File: src/rtl/flash_eng_pkg.sv
package flash_eng_pkg;
  typedef enum logic [3:0] {
    S_IDLE, S_WREN, S_GAP, S_OPC, S_ADR, S_RDB, S_RWAIT,
    S_WWAIT, S_WRB, S_PGAP, S_POPC, S_PRD
  } seq_st_e;

  localparam logic [3:0] CMD_READ   = 4'd0;
  localparam logic [3:0] CMD_PROG   = 4'd1;
  localparam logic [3:0] CMD_SERASE = 4'd2;
  localparam logic [3:0] CMD_CERASE = 4'd3;

  localparam logic [7:0] OP_READ   = 8'h03;
  localparam logic [7:0] OP_WREN   = 8'h06;
  localparam logic [7:0] OP_PROG   = 8'h02;
  localparam logic [7:0] OP_SERASE = 8'h20;
  localparam logic [7:0] OP_CERASE = 8'hC7;
  localparam logic [7:0] OP_RDSR   = 8'h05;

  localparam logic [1:0] REG_CTRL = 2'd0;
  localparam logic [1:0] REG_CNT  = 2'd1;
  localparam logic [1:0] REG_DATA = 2'd2;
endpackage

File: src/rtl/flash_spi_byte.sv
module flash_spi_byte (
  input  logic       clk,
  input  logic       rst_n,
  input  logic       start,
  input  logic [7:0] tx,
  input  logic       miso,
  output logic       busy,
  output logic       done,
  output logic [7:0] rx,
  output logic       sck,
  output logic       mosi
);
  logic [3:0] ph;
  logic [7:0] sh;
  logic       act, dn;

  // Even phase: SCK low, MOSI holds the bit. Odd phase: SCK high.
  // MISO is taken and the register shifts as the high phase ends.
  always_ff @(posedge clk or negedge rst_n) begin
    if (!rst_n) begin
      act <= 1'b0;
      ph  <= '0;
      sh  <= '0;
      dn  <= 1'b0;
    end else begin
      dn <= 1'b0;
      if (start && !act) begin
        act <= 1'b1;
        ph  <= '0;
        sh  <= tx;
      end else if (act) begin
        ph <= ph + 4'd1;
        if (ph[0]) sh <= {sh[6:0], miso};
        if (ph == 4'd15) begin
          act <= 1'b0;
          dn  <= 1'b1;
        end
      end
    end
  end

  assign sck  = act & ph[0];
  assign mosi = sh[7];
  assign rx   = sh;
  assign busy = act;
  assign done = dn;
endmodule

File: src/rtl/flash_cmd_seq.sv
module flash_cmd_seq
  import flash_eng_pkg::*;
#(
  parameter int FLASH_BYTES = 2097152,
  parameter int RD_MAX      = 4096,
  parameter int PG_MAX      = 256,
  parameter int POLL_MAX    = 1024,
  parameter int CNT_W       = 13
) (
  input  logic             clk,
  input  logic             rst_n,
  input  logic             cmd_go,
  input  logic [3:0]       cmd_code,
  input  logic [23:0]      cmd_addr,
  input  logic [CNT_W-1:0] byte_cnt,
  input  logic             data_wr,
  input  logic [31:0]      data_wdata,
  input  logic             data_rd,
  input  logic             spi_miso,
  output logic [31:0]      data_word,
  output logic             cmd_ok,
  output logic             dev_busy,
  output logic             word_done,
  output logic             all_done,
  output logic             tmo_err,
  output logic             spi_sck,
  output logic             spi_cs_n,
  output logic             spi_mosi
);
  localparam int PW = $clog2(POLL_MAX + 1);

  seq_st_e          st;
  logic [3:0]       cmd_q;
  logic [23:0]      addr_q;
  logic [CNT_W-1:0] remain;
  logic [1:0]       lane, aidx;
  logic [2:0]       nb;
  logic             wr_pend;
  logic [PW-1:0]    poll_cnt;
  logic             sh_start, sh_busy, sh_done;
  logic [7:0]       sh_tx, sh_rx;
  logic             go_ok, wr_take;
  logic [2:0]       nb_next;

  flash_spi_byte u_shift (
    .clk(clk), .rst_n(rst_n), .start(sh_start), .tx(sh_tx), .miso(spi_miso),
    .busy(sh_busy), .done(sh_done), .rx(sh_rx), .sck(spi_sck), .mosi(spi_mosi)
  );

  always_comb begin
    go_ok = ({8'd0, cmd_addr} < 32'(FLASH_BYTES));
    case (cmd_code)
      CMD_READ:   go_ok = go_ok && (byte_cnt != '0) && (byte_cnt <= CNT_W'(RD_MAX));
      CMD_PROG:   go_ok = go_ok && (byte_cnt != '0) && (byte_cnt <= CNT_W'(PG_MAX));
      CMD_SERASE, CMD_CERASE: ;
      default:    go_ok = 1'b0;
    endcase
  end

  assign nb_next = (remain >= CNT_W'(4)) ? 3'd4 : remain[2:0];
  assign wr_take = data_wr && cmd_ok && (cmd_q == CMD_PROG) && !wr_pend && (remain != '0);

  always_ff @(posedge clk or negedge rst_n) begin
    if (!rst_n) begin
      st <= S_IDLE; cmd_q <= '0; addr_q <= '0; remain <= '0;
      lane <= '0; aidx <= '0; nb <= '0; wr_pend <= 1'b0; poll_cnt <= '0;
      data_word <= '0; cmd_ok <= 1'b0; dev_busy <= 1'b0;
      word_done <= 1'b1; all_done <= 1'b1; tmo_err <= 1'b0;
      spi_cs_n <= 1'b1; sh_start <= 1'b0; sh_tx <= '0;
    end else begin
      sh_start <= 1'b0;
      if (wr_take) begin
        data_word <= data_wdata;
        wr_pend   <= 1'b1;
        word_done <= 1'b0;
      end
      case (st)
        S_IDLE: if (cmd_go) begin
          cmd_ok <= go_ok;
          if (go_ok) begin
            cmd_q <= cmd_code; addr_q <= cmd_addr; remain <= byte_cnt;
            all_done <= 1'b0; word_done <= 1'b0; tmo_err <= 1'b0;
            wr_pend <= 1'b0; poll_cnt <= '0;
            dev_busy <= (cmd_code != CMD_READ);
            spi_cs_n <= 1'b0; sh_start <= 1'b1;
            sh_tx <= (cmd_code == CMD_READ) ? OP_READ : OP_WREN;
            st <= (cmd_code == CMD_READ) ? S_OPC : S_WREN;
          end
        end
        S_WREN: if (sh_done) begin spi_cs_n <= 1'b1; st <= S_GAP; end
        S_GAP: begin
          spi_cs_n <= 1'b0; sh_start <= 1'b1; st <= S_OPC;
          sh_tx <= (cmd_q == CMD_PROG) ? OP_PROG :
                   (cmd_q == CMD_SERASE) ? OP_SERASE : OP_CERASE;
        end
        S_OPC: if (sh_done) begin
          if (cmd_q == CMD_CERASE) begin
            spi_cs_n <= 1'b1; st <= S_PGAP;
          end else begin
            aidx <= '0; sh_start <= 1'b1; sh_tx <= addr_q[23:16]; st <= S_ADR;
          end
        end
        S_ADR: if (sh_done) begin
          if (aidx == 2'd2) begin
            if (cmd_q == CMD_READ) begin
              lane <= '0; nb <= nb_next; data_word <= '0;
              sh_start <= 1'b1; sh_tx <= 8'h00; st <= S_RDB;
            end else if (cmd_q == CMD_PROG) begin
              st <= S_WWAIT;
            end else begin
              spi_cs_n <= 1'b1; st <= S_PGAP;
            end
          end else begin
            aidx <= aidx + 2'd1; sh_start <= 1'b1;
            sh_tx <= (aidx == 2'd0) ? addr_q[15:8] : addr_q[7:0];
          end
        end
        S_RDB: if (sh_done) begin
          data_word[8*lane +: 8] <= sh_rx;
          remain <= remain - CNT_W'(1);
          if ({1'b0, lane} + 3'd1 == nb) begin
            word_done <= 1'b1;
            if (remain == CNT_W'(1)) begin
              spi_cs_n <= 1'b1; all_done <= 1'b1; cmd_ok <= 1'b0; st <= S_IDLE;
            end else st <= S_RWAIT;
          end else begin
            lane <= lane + 2'd1; sh_start <= 1'b1; sh_tx <= 8'h00;
          end
        end
        S_RWAIT: if (data_rd) begin
          word_done <= 1'b0; data_word <= '0; lane <= '0; nb <= nb_next;
          sh_start <= 1'b1; sh_tx <= 8'h00; st <= S_RDB;
        end
        S_WWAIT: if (wr_pend) begin
          lane <= '0; nb <= nb_next; sh_start <= 1'b1;
          sh_tx <= data_word[7:0]; st <= S_WRB;
        end
        S_WRB: if (sh_done) begin
          remain <= remain - CNT_W'(1);
          if ({1'b0, lane} + 3'd1 == nb) begin
            wr_pend <= 1'b0; word_done <= 1'b1;
            if (remain == CNT_W'(1)) begin
              spi_cs_n <= 1'b1; st <= S_PGAP;
            end else st <= S_WWAIT;
          end else begin
            lane <= lane + 2'd1; sh_start <= 1'b1;
            sh_tx <= data_word[8*(lane + 2'd1) +: 8];
          end
        end
        S_PGAP: begin
          spi_cs_n <= 1'b0; sh_start <= 1'b1; sh_tx <= OP_RDSR; st <= S_POPC;
        end
        S_POPC: if (sh_done) begin sh_start <= 1'b1; sh_tx <= 8'h00; st <= S_PRD; end
        S_PRD: if (sh_done) begin
          spi_cs_n <= 1'b1;
          if (!sh_rx[0] || poll_cnt == PW'(POLL_MAX - 1)) begin
            tmo_err <= sh_rx[0];
            dev_busy <= 1'b0; word_done <= 1'b1; all_done <= 1'b1;
            cmd_ok <= 1'b0; st <= S_IDLE;
          end else begin
            poll_cnt <= poll_cnt + PW'(1); st <= S_PGAP;
          end
        end
        default: st <= S_IDLE;
      endcase
    end
  end


  ok_vs_all_chk: assert property (@(posedge clk) disable iff (!rst_n)
    cmd_ok |-> !all_done);

  busy_vs_all_chk: assert property (@(posedge clk) disable iff (!rst_n)
    dev_busy |-> !all_done);

  reject_idle_chk: assert property (@(posedge clk) disable iff (!rst_n)
    (cmd_go && !go_ok) |=> (!cmd_ok && all_done && spi_cs_n));

  sck_in_frame_chk: assert property (@(posedge clk) disable iff (!rst_n)
    spi_cs_n |-> !spi_sck);

  start_when_free_chk: assert property (@(posedge clk) disable iff (!rst_n)
    sh_start |-> !sh_busy);
endmodule

File: src/rtl/flash_cmd_engine.sv
module flash_cmd_engine
  import flash_eng_pkg::*;
#(
  parameter int FLASH_BYTES = 2097152,
  parameter int RD_MAX      = 4096,
  parameter int PG_MAX      = 256,
  parameter int POLL_MAX    = 1024,
  localparam int CNT_W      = $clog2(RD_MAX + 1)
) (
  input  logic        clk,
  input  logic        rst_n,
  input  logic        reg_wr,
  input  logic        reg_rd,
  input  logic [1:0]  reg_addr,
  input  logic [31:0] reg_wdata,
  output logic [31:0] reg_rdata,
  output logic        spi_sck,
  output logic        spi_cs_n,
  output logic        spi_mosi,
  input  logic        spi_miso,
  output logic        tmo_err
);
  logic [CNT_W-1:0] cnt_q;
  logic [3:0]       code_q;
  logic [23:0]      addr_q;
  logic [31:0]      data_word;
  logic             cmd_ok, dev_busy, word_done, all_done, idle, cmd_go;

  assign idle   = word_done & all_done;
  assign cmd_go = reg_wr && (reg_addr == REG_CTRL) && idle;

  always_ff @(posedge clk or negedge rst_n) begin
    if (!rst_n) begin
      cnt_q <= '0; code_q <= '0; addr_q <= '0;
    end else begin
      if (reg_wr && reg_addr == REG_CNT) cnt_q <= reg_wdata[CNT_W-1:0];
      if (cmd_go) begin
        code_q <= reg_wdata[27:24];
        addr_q <= reg_wdata[23:0];
      end
    end
  end

  always_comb begin
    case (reg_addr)
      REG_CTRL: reg_rdata = {all_done, word_done, dev_busy, cmd_ok, code_q, addr_q};
      REG_CNT:  reg_rdata = 32'(cnt_q);
      REG_DATA: reg_rdata = data_word;
      default:  reg_rdata = '0;
    endcase
  end

  flash_cmd_seq #(
    .FLASH_BYTES(FLASH_BYTES), .RD_MAX(RD_MAX), .PG_MAX(PG_MAX),
    .POLL_MAX(POLL_MAX), .CNT_W(CNT_W)
  ) u_seq (
    .clk(clk), .rst_n(rst_n), .cmd_go(cmd_go),
    .cmd_code(reg_wdata[27:24]), .cmd_addr(reg_wdata[23:0]), .byte_cnt(cnt_q),
    .data_wr(reg_wr && reg_addr == REG_DATA), .data_wdata(reg_wdata),
    .data_rd(reg_rd && reg_addr == REG_DATA), .spi_miso(spi_miso),
    .data_word(data_word), .cmd_ok(cmd_ok), .dev_busy(dev_busy),
    .word_done(word_done), .all_done(all_done), .tmo_err(tmo_err),
    .spi_sck(spi_sck), .spi_cs_n(spi_cs_n), .spi_mosi(spi_mosi)
  );


  busy_write_ignored_chk: assert property (@(posedge clk) disable iff (!rst_n)
    (reg_wr && reg_addr == REG_CTRL && !idle) |=> ($stable(addr_q) && $stable(code_q)));
endmodule

File: config.mk
export PLATFORM = sky130hd
export DESIGN_NAME = flash_cmd_engine
export DESIGN_NICKNAME = d
export VERILOG_FILES = /design/src/rtl/flash_eng_pkg.sv /design/src/rtl/flash_spi_byte.sv /design/src/rtl/flash_cmd_seq.sv /design/src/rtl/flash_cmd_engine.sv
export SDC_FILE = /design/constraint.sdc
export NUM_CORES = 1
export LEC_CHECK = 0
export ABC_AREA = 1
export BUFFER_PORTS_ARGS = -buffer_cell sky130_fd_sc_hd__buf_2
export CAP_MARGIN = 0
export CORE_UTILIZATION = 36
export CTS_CLUSTER_SIZE = 20
export DETAILED_ROUTE_END_ITERATION = 8
export SLEW_MARGIN = 20
export SYNTH_ARGS = -nofsm -noshare
export SYNTH_HDL_FRONTEND = slang
export SYNTH_SLANG_ARGS = --single-unit
File: constraint.sdc
create_clock -name clk -period 3.7 [get_ports clk]
set_clock_uncertainty 0.2 [all_clocks]
set_input_delay 0 -clock clk [delete_from_list [all_inputs] [get_ports clk]]
set_output_delay 0 -clock clk [all_outputs]
set_load 0.05 [all_outputs]
==> flow_summary.toml, run 1 <==
[clock_tree]
cts_hold_buf = 36
clk_path_buf_depth = 2
clk_latency_ns = 0.45
ctsRootBufferMaster = "clkbuf_16"
cts_resized = 0
cts_max_level = 4
clkSlewWorstSetupHoldPaths_ns = 0.07
cts_setup_buffers = 0
cts_tree = "done"
clock_sinks = 166
cts_buffers = 17

[grt]
antenna_found_initial = 0
grt_use_met2 = 0.402
grt_util_all_layers = 0.244
grt_max_degree = 91
grt_overflow = 0
busiest_layer = "met2"
grtUsageMet1 = 0.330
grt_pass1_vias = 8876
grt_pass1_wl_mm = 49.7
grt_use_met3 = 0.0364

[final_layout]
layout-drive-gt1-share = 0.126
syn_to_final_growth_pct = 17.8
register_area_mm2 = 0.00416
layout_commonest_cell = "nand2_1"
design_area_mm2 = 0.0111
final_nets = 1430
multiInputGateArea_mm2 = 0.00442
post-route-util = 0.437
nFillCells = 2567
antenna_cells = 0
most-common-layout-cells = "nand2_1 (340), o21ai_0 (198), inv_1 (168)"

[worst_setup_path]
start_kind = "flop"
crit_fanout = 13
cp-end-kind = "flop"
path_class = "reg2reg"
timing.rr.start = "u_seq.lane[1]$_DFFE_PN0P_"
reg2regPathDepth = 10
r2r_end = "u_seq.sh_tx[3]$_DFFE_PN0P_"
crit_required_ns = 3.83
slowest_stage = "dfrtp_1"
arrival_ns = 3.06
reg2reg_slack_ns = 0.76
path_cells = "inv_1 > ha_1 > xnor2_1 > nand3_1 > a21oi_1 > nand3_1 > a21oi_4 > nand2_4 > nand2_1 > nand2_1"
critPathMaxStageDelay_ns = 0.61

[detailed_routing]
route.detailed.drc = 0
wl_per_cell_um = 18.2
antenna_left = 0
viasPerCell = 5.30
drt_wl_total_mm = 31.4
drt-pass1-iter-count = 6
drtIter0Drc = 834
num_vias = 9126

[timing]
max_freq_mhz = 341
fin_crit_ns = 2.94
slew_violations = 0
slew_headroom = 0.363
rsz0062_at_grt = "no"
fin_crit_sh = 0.793
setup_viol = 0
setup_ws_ns = 0.765
fin_tns_setup_ns = 0
hold_viol = 0
worst_pin_slew_ns = 0.953

[pwr]
p_per_area_mw_per_mm2 = 366
p_leak_nw = 5.50
irDropWorstVdd_v = 0.000231

[logic_synthesis]
synthDistinctLibCells = 50
synth_edf_count = 0
synthArstFlopShare = 1.00
seq_area_frac_synth = 0.440
netlist_instances = 1284
synth_nets = 1335
ys_seq_elements = 166
synth-main-ff-cell = "dfrtp_1"
yosysTopAreaCellShare = 0.431
ys_warn_count = 0
syn_area_mm2 = 0.00946
syn_area_per_cell_um2 = 7.36
synth_area_leaders = "dfrtp_1 (43%), nand2_1 (14%), o21ai_0 (10%), inv_1 (6.7%), nand3_1 (3.8%)"
synth_top_cell_by_area = "dfrtp_1"

[worst_hold_path]
hold_path.class = "in2async"

[placement]
portBuffers = 74
place_congestion = 0.953
hpwlAfterDp_mm = 23.0
place_ws_ns = 0.783
place_area_mm2 = 0.0102

[die]
design.core.area_mm2 = 0.0255
rows = 58
die_y_um = 164
dieArea_mm2 = 0.0269
die_w_um = 164
initial_utilization = 0.371
io_pins = 75

[job]
maxCapViolCount = 0

[outcome]
status = "complete, no violations"
-- metrics by stage --
step	hold WS, ns	std cells	power, mW
floorplan	-0.496	1284	2.09
global placement	-0.0447	1654	2.26
detailed placement	-0.0463	1654	2.26
CTS	0.0473	1722	4.09
global route	0.0551	1722	4.21
finish	0.00248	1722	4.07
-- worst max-delay path, delay by kind of cell (launching register included) --
| family | cells | cell delay [ns] |
|---|---|---|
| AOI/OAI and AO/OA | 2 | 0.55 |
| buffers and inverters | 1 | 0.18 |
| and+or+nand+nor | 5 | 0.64 |
| adders and majority gates | 1 | 0.40 |
| DFF | 1 | 0.61 |
| xor gates and xnor gates | 1 | 0.24 |
-- cell families (layout without fill, tap and decap cells) --
family / Yosys count / after routing / synth area share
AOI/OAI and AO/OA: 300 / 300 / 0.178
xor gates and xnor gates: 6 / 6 / 0.00556
adders and majority gates: 12 / 12 / 0.0159
buffers and inverters: 228 / 336 / 0.0940
DFF: 166 / 166 / 0.440
muxes: 8 / 8 / 0.00900
and+or+nand+nor: 564 / 564 / 0.258
-- worst max path at each step --
| stage | from | endpoint | depth (start not counted) |
|---|---|---|---|
| 5_1_grt | u_seq.st[0]$_DFFE_PN0P_ | u_seq.remain[0]$_DFFE_PN0P_ | 10 |
| 4_1_cts | u_seq.st[0]$_DFFE_PN0P_ | u_seq.remain[5]$_DFFE_PN0P_ | 10 |
| 2_1_floorplan | u_seq.lane[0]$_DFFE_PN0P_ | u_seq.sh_tx[0]$_DFFE_PN0P_ | 12 |
| 3_5_place_dp | u_seq.st[0]$_DFFE_PN0P_ | u_seq.remain[9]$_DFFE_PN0P_ | 10 |
| 3_3_place_gp | u_seq.st[0]$_DFFE_PN0P_ | u_seq.remain[0]$_DFFE_PN0P_ | 10 |
| 6_report | u_seq.lane[1]$_DFFE_PN0P_ | u_seq.sh_tx[3]$_DFFE_PN0P_ | 10 |
-- registers in the layout (all words and copies together), names as in the netlist, 8 cells and up --
signal / flops
u_seq.remain: 13
addr_q: 24
u_seq.data_word: 32
u_seq.poll_cnt: 11
u_seq.sh_tx: 8
cnt_q: 13
u_seq.addr_q: 24
u_seq.u_shift.rx: 8
-- per-layer routing --
metal  vias up  wire (um)  part of all wire
met3        43       1900             0.061
li1       4395          -                 -
met2       347      14800              0.47
met5         -          0                 0
met4         0        630             0.020
met1      4341      14100              0.45
-- power breakdown --
part	switching (mW)	total (mW)	internal, mW
registers	0.0389	1.88	1.84
logic	0.274	0.377	0.103
clock network	0.903	1.82	0.916
-- Yosys cell counts, types with 3 or more instances --
cell	number
nand2_4	4
inv_1	168
o31ai_1	7
mux2_2	4
nor2_2	5
o22ai_1	3
clkbuf_1	31
nor3_1	11
xor2_1	4
dfstp_2	3
ha_1	12
or2_2	10
mux2i_1	4
buf_2	13
o211ai_1	19
nand3_1	72
a31oi_1	3
nand3b_1	4
nor2_1	76
dfrtp_1	163
nand2_2	4
o21ai_0	198
inv_2	10
nand4_1	29
nand2_1	341
a21oi_1	28
o21ai_1	13
a21oi_2	3
o21ai_2	3
a22oi_1	5
o221ai_1	9
-- layout make-up --
cell class / instances / share of cell area
Timing Repair Buffer: 125 / 0.0785
Sequential cell: 166 / 0.373
Tap cell: 330 / 0.0371
Inverter: 179 / 0.0603
Clock inverter: 15 / 0.0161
Clock buffer: 17 / 0.0382
Multi-Input combinational cell: 890 / 0.397
Note: power is estimated with default switching activity, not from simulation.
==> inputs of run 2 (changes only) <==
Clock period 3.7 ns to 2.45 ns, I/O delays scaled along.
==> run 2 against run 1 <==
Clock power up 52%. Sequential power rose by 51%. Final cell count increased by 2.7%. Combinational power grew 56%.
==> flow_summary.toml, run 2 (synthesis results as in run 1) <==
[outcome]
status = "complete, no violations"

[placement]
dp_cells = 1689
place_ws_ns = 0.0509
place_congestion = 0.945
portBuffers = 74
hpwlAfterDp_mm = 23.1
place_area_mm2 = 0.0105

[timing]
slew_violations = 0
worst_pin_slew_ns = 0.564
slew_headroom = 0.624
hold_viol = 0
setup_viol = 0
fin_crit_ns = 2.33
fin_crit_sh = 0.950
hold_ws_ns = 0.112
fin_tns_setup_ns = 0
setup_ws_ns = 0.122
max_freq_mhz = 429

[clock_tree]
clk_latency_ns = 0.45
cts_tree = "done"
ctsRootBufferMaster = "clkbuf_16"
clkSlewWorstSetupHoldPaths_ns = 0.08
clk_path_buf_depth = 2
cts_max_level = 4
cts_buffers = 17
clock_sinks = 166

[worst_setup_path]
path_cells = "inv_1 > nand2_1 > nor2_2 > inv_2 > nor2_1 > nor2_2 > nand2_1 > a21oi_1 > buf_4 > inv_1 > buf_4 > o211ai_1 > o21ai_0"
critPathMaxStageDelay_ns = 0.40
timing.rr.start = "u_seq.st[0]$_DFFE_PN0P_"
path_class = "reg2reg"
crit_required_ns = 2.55
reg2regPathDepth = 13
crit_fanout = 7
slowest_stage = "dfrtp_1"
arrival_ns = 2.43
worst-path-buf-inv = 5
r2r_end = "u_seq.data_word[12]$_DFF_PN0_"
start_kind = "flop"
cp_top_family = "buffers and inverters"
crit_cells = 13
cp-end-kind = "flop"
reg2reg_slack_ns = 0.12

[detailed_routing]
drtIter0Drc = 915
met3WireLength_mm = 2.07
viasPerCell = 5.26
wl_met1_mm = 14.4
antenna_left = 0
highest_layer = "met4"
wl_per_cell_um = 18.3
dr_wl_met2_mm = 14.9
num_vias = 9297
route.detailed.drc = 0
drt-pass1-iter-count = 5
drt_wl_total_mm = 32.3

[die]
io_pins = 75
rows = 58
die_y_um = 164
dieArea_mm2 = 0.0269
initial_utilization = 0.371
die_w_um = 164
design.core.area_mm2 = 0.0255

[worst_hold_path]
hold_path.class = "in2reg"
hold_end = "cnt_q[3]$_DFFE_PN0P_"
hold_start = "reg_addr[0]"
holdPathStages = 4

[job]
maxCapViolCount = 0

[pwr]
power_mw = 6.18
irDropWorstVdd_v = 0.000398
p_leak_nw = 5.77
p_per_area_mw_per_mm2 = 532

[final_layout]
regMostFlops = "u_seq.data_word"
finalNonFillerCells = 1768
final_nets = 1476
layout_commonest_cell = "nand2_1"
layout-drive-gt1-share = 0.159
antenna_cells = 0
most-common-layout-cells = "nand2_1 (340), o21ai_0 (195), inv_1 (168)"
post-route-util = 0.456
top_regs = "u_seq.data_word (32), addr_q (24), u_seq.addr_q (24)"
design_area_mm2 = 0.0116
syn_to_final_growth_pct = 22.9
largest_reg_flops = 32

[grt]
grt_pass1_vias = 8842
grt_overflow = 0
antenna_found_initial = 0
grt_max_degree = 66
grt_util_all_layers = 0.245
grt_pass1_wl_mm = 49.5
run 2: area by class of cell:
| type | instances | area (um2) |
|---|---|---|
| fillers | 2541 | 13800 |
| multi-input cells | 890 | 4460 |
| flip-flops and latches | 166 | 4160 |
| repair buffers | 171 | 1320 |
| inverters | 179 | 677 |
| clock buffers | 17 | 425 |
| well taps | 330 | 413 |
| clock inverters | 15 | 176 |
run 2: worst max-delay path by stage:
stage | start | endpoint
finish | u_seq.st[0]$_DFFE_PN0P_ | u_seq.data_word[12]$_DFF_PN0_
global route | u_seq.remain[1]$_DFFE_PN0P_ | u_seq.data_word[3]$_DFF_PN0_
CTS | u_seq.st[0]$_DFFE_PN0P_ | u_seq.remain[12]$_DFFE_PN0P_
detailed placement | u_seq.remain[0]$_DFFE_PN0P_ | u_seq.data_word[6]$_DFF_PN0_
global placement | u_seq.remain[0]$_DFFE_PN0P_ | u_seq.data_word[3]$_DFF_PN0_
floorplan | u_seq.lane[0]$_DFFE_PN0P_ | u_seq.sh_tx[0]$_DFFE_PN0P_
run 2: worst reg2reg max path: cells and delay by family (launching register included):
family | cells | cell delay (ns)
flops | 1 | 0.40
compound gates | 3 | 0.39
buf+inv | 5 | 0.62
simple gates | 5 | 0.59
run 2: power breakdown:
group          switching [mW]  total (mW)  leakage, nW  internal (mW)
Combinational           0.418       0.588         3.39          0.170
Clock                    1.37        2.76        0.295           1.39
Sequential             0.0546        2.83         2.09           2.78
Total                    1.84        6.18         5.77           4.34
run 2: layer usage:
layer | up-vias | GRT usage
met3 | 60 | 0.0381
met5 | - | 0
li1 | 4497 | -
met1 | 4376 | 0.330
met2 | 364 | 0.393
met4 | 0 | 0.101
run 2: timing repair:
| action | in CTS | in global routing |
|---|---|---|
| resized for setup | 0 | 10 |
| setup buffers | 0 | 7 |
| hold buffers | 38 | 0 |
| endpoints found under the setup margin | 0 | 55 |
| hold endpoints to repair | 270 | 0 |
==> inputs of run 3 (changes only) <==
Settings changed: ABC_AREA 1 to 0, CORE_ASPECT_RATIO set to 0.75.
==> run 3 against run 2 <==
The run now ends with negative setup slack left. Synthesized cell count decreased by 27%. Final cell count decreased by 14%. Hold slack improved by 0.052 ns. Combinational power increased by 24%. Count of clock-buffer cells in the layout unchanged. Area after synthesis decreased by 1.3%. Design area increased by 9.7%. Worst setup slack got worse by 0.27 ns. Utilization increased by 4.9 points. Largest cell class unchanged.
==> flow_summary.toml, run 3 <==
[clock_tree]
cts_max_level = 4
cts_buffers = 17
clock_sinks = 166
clk_latency_ns = 0.45
clk_path_buf_depth = 2
cts_tree = "done"
ctsRootBufferMaster = "clkbuf_16"
clkSlewWorstSetupHoldPaths_ns = 0.07

[logic_synthesis]
synth_compound_area_frac = 0.141
yosysTopAreaCellShare = 0.437
synth_area_leaders = "dfrtp_1 (44%), mux2i_1 (10%), mux2_2 (7.8%), o21ai_0 (3.9%), nand2_1 (3.9%)"
synth-main-ff-cell = "dfrtp_1"
yosys-top-cells-count = "dfrtp_1 (163), nand2_1 (97), mux2i_1 (93)"
synth_fa_ha_area_frac = 0.0161
synth_edf_count = 0
syn_area_per_cell_um2 = 9.99
synth_top_cell_by_area = "dfrtp_1"
synthMostInstantiatedCell = "dfrtp_1"
syn_area_mm2 = 0.00933
synth_top_family_by_area = "multiplexers"
netlist_instances = 934
synth_nets = 985
ys_warn_count = 0
muxShareOfSynthArea = 0.198
ys_seq_elements = 166
synth-simple-area-share = 0.160
seq_area_frac_synth = 0.445
synthDistinctLibCells = 72
synthArstFlopShare = 1.00
synth_xor_area_frac = 0.00469

[final_layout]
syn_to_final_growth_pct = 36.6
top_regs = "u_seq.data_word (32), addr_q (24), u_seq.addr_q (24)"
most-common-layout-cells = "dfrtp_1 (156), buf_4 (128), nand2_1 (97)"
layout_commonest_cell = "dfrtp_1"
largest_reg_flops = 32
regMostFlops = "u_seq.data_word"
post-route-util = 0.506
layout-drive-gt1-share = 0.355
design_area_mm2 = 0.0127
final_nets = 1217
antenna_cells = 0
finalNonFillerCells = 1517

[timing]
setup_ws_ns = -0.149
worst_pin_slew_ns = 0.627
fin_tns_setup_ns = -3.33
setup_viol = 53
hold_ws_ns = 0.165
hold_viol = 0
max_freq_mhz = 385
slew_violations = 0
fin_crit_ns = 2.60
slew_headroom = 0.582
fin_crit_sh = 1.06
rsz0062_at_grt = "yes"

[placement]
portBuffers = 74
dp_cells = 1420
place_congestion = 0.927
hpwlAfterDp_mm = 22.2
place_area_mm2 = 0.0109
place_ws_ns = -0.187

[worst_setup_path]
crit_fanout = 9
path_common_cell = "buf_12"
arrival_ns = 2.72
cp-end-kind = "flop"
reg2reg_slack_ns = -0.15
path_class = "reg2reg"
critPathMaxStageDelay_ns = 0.57
crit_start = "u_seq.st[1]$_DFFE_PN0P_"
timing.rr.start = "u_seq.st[1]$_DFFE_PN0P_"
worst-path-buf-inv = 3
crit_required_ns = 2.57
cp_top_family = "simple AND/OR/NAND/NOR gates"
path_cells = "or4_4 > buf_6 > nor4_4 > nor2b_4 > buf_12 > nor3_4 > buf_12 > mux2_4"
slowest_stage = "or4_4"
start_kind = "flop"

[die]
rows = 50
design.core.area_mm2 = 0.0252
die_y_um = 141
initial_utilization = 0.370
die_w_um = 188
io_pins = 75
dieArea_mm2 = 0.0266

[detailed_routing]
num_vias = 8484
drt_wl_total_mm = 32.3
viasPerCell = 5.59
drtIter0Drc = 889
route.detailed.drc = 0
wl_per_cell_um = 21.3
antenna_left = 0
drt-pass1-iter-count = 5

[grt]
grt_pass1_wl_mm = 47.9
grt_util_all_layers = 0.237
grt_pass1_vias = 8081
grt_max_degree = 48
antenna_found_initial = 0
grt_overflow = 0

[pwr]
irDropWorstVdd_v = 0.000471
p_sw_frac = 0.282
p_comb_frac = 0.115
p_leak_nw = 6.12
p_sw_mw = 1.79
p_per_area_mw_per_mm2 = 498
power_mw = 6.35
pwr-share-seq = 0.449
power.internal_mw = 4.56
clock_power_share = 0.436

[worst_hold_path]
hold_path.class = "in2reg"
hold_start = "reg_wr"

[outcome]
violations = "negative setup slack"
status = "finished with violations"

[job]
maxCapViolCount = 0
run 3: cells by family after synthesis:
| logic type | count (synthesis) |
|---|---|
| muxes | 172 |
| adders and majority gates | 12 |
| AOI/OAI and AO/OA | 206 |
| DFF | 166 |
| xor gates and xnor gates | 5 |
| and+or+nand+nor | 300 |
| buffers and inverters | 73 |
run 3: layer usage:
layer	wire, um	global-route usage	vias up
li1	-	-	3850
met1	15100	0.346	4254
met2	14000	0.343	334
met3	2540	0.0564	46
met4	653	0.0715	0
met5	0	0	-
run 3: final cells by class:
class	instances	area [um2]
sequential	166	4170
tap	338	423
inverter	19	78.8
timing repair buffer	267	2210
fill	2282	12500
clock inverter	15	181
multi-input combinational	695	5260
clock buffer	17	425
run 3: power by group through the flow:
stage | Combinational, mW | Clock [mW] | Sequential (mW)
floorplan | 0.268 | 0 | 2.88
global placement | 0.608 | 0 | 2.88
detailed placement | 0.608 | 0 | 2.89
CTS | 0.697 | 2.81 | 2.83
global route | 0.775 | 2.92 | 2.85
finish | 0.732 | 2.77 | 2.85
run 3: path summary, 6_finish.rpt:
| check | end | cells past startpoint |
|---|---|---|
| max | u_seq.sh_tx[1]$_DFFE_PN0P_ | 8 |
| min | u_seq.all_done$_DFFE_PN1P_ | 7 |
| max reg2reg | u_seq.sh_tx[1]$_DFFE_PN0P_ | 8 |
| min reg2reg | u_seq.aidx[0]$_DFFE_PN0P_ | 1 |
| max in group asynchronous | u_seq.data_word[4]$_DFF_PN0_ | 4 |
| min in group asynchronous | u_seq.remain[11]$_DFFE_PN0P_ | 4 |
run 3: timing repair:
action / 4_1_cts / 5_1_grt
endpoints found under the hold margin: 265 / 0
pin swaps: 8 / 31
hold buffers: 37 / 0
cloned: 0 / 10
buffers inserted: 10 / 12
endpoints found under the setup margin: 76 / 101
resized for setup: 46 / 86
run 3: worst reg2reg max path: stages, from the launching register on:
cell     delay [ns]
dfrtp_1        0.38
or4_4          0.57
buf_6          0.16
nor4_4         0.30
nor2b_4        0.21
buf_12         0.15
nor3_4         0.05
buf_12         0.17
mux2_4         0.31
